`src/rtl/cq_halt_ctrl.sv`:
```
module cq_halt_ctrl #(
  parameter int DW      = 32,
  parameter int STOP_B  = 0,
  parameter int FLUSH_B = 8
) (
  input  logic          clk,
  input  logic          rst_n,
  input  logic          wr_en,
  input  logic [DW-1:0] wr_data,
  output logic [DW-1:0] rd_data,
  input  logic          task_busy,
  output logic          issue_enable,
  output logic          flush_pulse,
  input  logic          flush_done
);

  logic halt_req, halted, flush_pend, resume_defer;

  wire wr_stop   = wr_en &  wr_data[STOP_B];
  wire wr_run    = wr_en & ~wr_data[STOP_B];
  wire accept    = wr_en &  wr_data[FLUSH_B] & halted & ~flush_pend;
  wire pend_any  = flush_pend | accept;
  wire finish    = flush_pend & flush_done;
  wire defer_nxt = wr_en ? (pend_any & ~wr_data[STOP_B]) : resume_defer;
  wire release_q = finish & defer_nxt;
  wire unused_wr = ^wr_data;

  always_ff @(posedge clk or negedge rst_n) begin
    if (!rst_n) begin
      halt_req     <= 1'b0;
      halted       <= 1'b0;
      flush_pend   <= 1'b0;
      flush_pulse  <= 1'b0;
      resume_defer <= 1'b0;
    end else begin
      flush_pulse <= accept;
      if (accept) flush_pend <= 1'b1;
      else if (finish) flush_pend <= 1'b0;
      resume_defer <= finish ? 1'b0 : defer_nxt;
      if (release_q || (wr_run && !pend_any)) begin
        halt_req <= 1'b0;
        halted   <= 1'b0;
      end else begin
        if (wr_stop) halt_req <= 1'b1;
        if (halt_req && !task_busy) halted <= 1'b1;
      end
    end
  end

  always_comb begin
    rd_data          = '0;
    rd_data[STOP_B]  = halted;
    rd_data[FLUSH_B] = flush_pend;
  end

  assign issue_enable = ~halt_req;

  a_r2_reserved_zero: assert property (@(posedge clk) disable iff (!rst_n)
    (rd_data & ~((DW'(1) << STOP_B) | (DW'(1) << FLUSH_B))) == '0);

  a_r3_block_issue: assert property (@(posedge clk) disable iff (!rst_n)
    wr_en && wr_data[STOP_B] |=> !issue_enable);

  a_r4_drain_first: assert property (@(posedge clk) disable iff (!rst_n)
    $rose(rd_data[STOP_B]) |-> $past(!task_busy));

  a_r6_flush_gated: assert property (@(posedge clk) disable iff (!rst_n)
    wr_en && !rd_data[STOP_B] && !rd_data[FLUSH_B] |=> !rd_data[FLUSH_B] && !flush_pulse);

  a_r7_single_pulse: assert property (@(posedge clk) disable iff (!rst_n)
    flush_pulse |=> !flush_pulse);

  a_r8_self_clear: assert property (@(posedge clk) disable iff (!rst_n)
    rd_data[FLUSH_B] && flush_done |=> !rd_data[FLUSH_B]);

  a_r10_defer_release: assert property (@(posedge clk) disable iff (!rst_n)
    rd_data[FLUSH_B] && !flush_done && wr_en && !wr_data[STOP_B] |=> rd_data[STOP_B] && !issue_enable);

  a_r11_halted_blocks: assert property (@(posedge clk) disable iff (!rst_n)
    rd_data[STOP_B] |-> !issue_enable);

endmodule

```
`config.mk`:
```
export PLATFORM = sky130hd
export DESIGN_NAME = cq_halt_ctrl
export DESIGN_NICKNAME = d
export VERILOG_FILES = /design/src/rtl/cq_halt_ctrl.sv
export SDC_FILE = /design/constraint.sdc
export NUM_CORES = 1
export LEC_CHECK = 0
export ABC_AREA = 1
export BUFFER_PORTS_ARGS = -buffer_cell sky130_fd_sc_hd__buf_2
export CORE_MARGIN = 2
export CORE_UTILIZATION = 30
export DETAILED_ROUTE_END_ITERATION = 8
export PLACE_DENSITY_LB_ADDON = 0.15
export SLEW_MARGIN = 20
export SYNTH_ARGS = -nofsm -noshare
export SYNTH_HDL_FRONTEND = slang
export SYNTH_SLANG_ARGS = --single-unit
```
`constraint.sdc`:
```
create_clock -name clk -period 1.6 [get_ports clk]
set_input_delay 0.08 -clock clk [delete_from_list [all_inputs] [get_ports clk]]
set_output_delay 0.08 -clock clk [all_outputs]
set_load 0.1 [all_outputs]
```
==> run metrics <==
outcome=finished, final reports clean; CP arrival=1.10 ns; first-pass GRT wire length=862 um; unrepaired setup endpoints after global routing=false; layout cells sized above 1=0.236; most frequent cells in the layout=30 x conb_1, 10 x buf_2, 6 x inv_1; clk_lat worst skew=0.24 ns; die width=43.6 um; total negative slack=0 ns; Num CTS Buffers=3; Core Area=0.00149 sq mm; Overflow after GRT=0; crit path kind=flip-flop to primary output; critical-path cell list=inv_1, buf_2; CP max-delay cell=buf_2; post-synthesis sequential element count=5; Seq/Total Area, Yosys=0.266; worst setup margin=0.422 ns; Clock Sinks=5; crit path launch type=flip-flop; area of the die=0.00190 sq mm; initial DRC count=2; Final Core Density=0.299; clk_skew=0.00147 ns; Peak VDD IR=571 uV; Avg Vias per Cell=3.31; crit path max fanout=2; Slew Limit Fails=0; postcts setup bufs=0; initial antenna violation count=0; CP max stage delay=0.42 ns; Area Growth Syn to Fin=-5.32%; Post-Syn Instances=60; Max-Cap Viols=0; element type at the critical path end=primary output; final count of negative-setup-slack endpoints=0; final wirelength=552 um; worst slack at placement=0.673 ns; post-DR wirelength/cell=6.27 um; final cell count without fillers=88; largest net degree at the start of global routing=6; fin crit share=0.736; Synth Cell Area=470 sq um; Die Ht=43.6 um; commonest non-fill, non-tap cell in the layout=conb_1; clk slew on worst S/H paths=0.04 ns; Initial DRT Pass Iterations=4; Syn Area/Cell=7.84 sq um; Cell Rows=14; Via Count=291; Static Leak=0.287 nW; Inserted Diodes=0; # DRC=0; number of global-route vias before repair=233; buffer depth of the longest clock path=2; f_max=849 MHz; HP Class=input pin to flip-flop; HPWL Detailed=495 um; Placer Congestion=0.589; final hold violations=0; min Tclk post-route=1.18 ns; Initial Util=0.316; GRT Util Overall=0.0642; CTS tree=yes; Tot Pwr=0.00110 W; Final ANT Viol Nets=0; # fillers=173; Port Buffers=10; Yosys warning count=0; CP required=1.52 ns; Final nets=110; placed cell count=83; PwrDens=2460 mW/mm^2; H-tree levels=1; CTS Root Cell=clkbuf_4; I/O pins=71; post-synth cell types=10
## metrics by stage
stage	area, sq um	hold WS (ns)
detailed placement	409	-0.100
CTS	445	0.110
global placement	409	-0.102
floorplan	579	-0.216
global route	445	0.121
finish	445	0.111
## layer usage
metal	track usage	part of all wire	up-vias	routed length (um)
li1	-	-	141	-
met1	0.0644	0.34	126	185
met2	0.100	0.52	24	287
met3	0.0292	0.14	0	79
met4	0.0545	0	0	0
met5	0	0	-	0
## cell usage after synthesis
library cell | instances | area (sq um)
a21oi_1 | 3 | 15.0
inv_1 | 6 | 22.5
nand3_2 | 1 | 10.0
nand2_1 | 4 | 15.0
buf_4 | 32 | 240
nor2_1 | 4 | 15.0
conb_1 | 1 | 3.75
dfrtp_1 | 5 | 125
o21ai_1 | 1 | 5.00
nand2_2 | 3 | 18.8
## worst max-delay path: cells and delay by family, from the launching register on
| family | cells | cell delay [ns] |
|---|---|---|
| flip-flops | 1 | 0.37 |
| buffers and inverters | 2 | 0.49 |
## logic make-up after synthesis
group / after synthesis / share of synthesized area
other: 1 / 0.00797
and+or+nand+nor: 12 / 0.125
AOI/OAI and AO/OA: 4 / 0.0425
buffers and inverters: 38 / 0.559
DFF: 5 / 0.266
## worst paths after layout
| path | start | cells after the start | slack, ns | end |
|---|---|---|---|---|
| worst max-delay path | halt_req | 2 | 0.42 | issue_enable |
| worst min-delay path | task_busy | 4 | 0.11 | halted |
| worst max register to register | flush_pend | 5 | 0.72 | halt_req |
| worst min register to register | flush_pend | 1 | 0.49 | flush_pulse |
| max in group asynchronous | rst_n | 2 | 1.29 | flush_pulse |
| min in group asynchronous | rst_n | 2 | 0.18 | resume_defer |
## power breakdown
group          internal [W]  switching, W
Sequential         0.000173     0.0000313
Combinational     0.0000704      0.000678
Clock             0.0000941     0.0000492
Total              0.000337      0.000758
## registers in the layout, summed over array words and instances (netlist names)
register and count:
halt_req 1, halted 1, flush_pend 1, resume_defer 1, flush_pulse 1
## final cells by class
type                            instances  area, sq um  share of cell area
Sequential cell                         5          125               0.281
Multi-Input combinational cell         46          191               0.430
Clock buffer                            4         26.3              0.0590
Tap cell                               16         20.0              0.0449
Timing Repair Buffer                   11         60.1               0.135
Inverter                                6         22.5              0.0506
## what timing repair did
action / in CTS / in global routing
hold buffers: 1 / 0
setup endpoints to repair: 0 / 0
resized for setup: 0 / 0
endpoints found under the hold margin: 5 / 0
No activity file was read; power rests on OpenSTA's default activity.
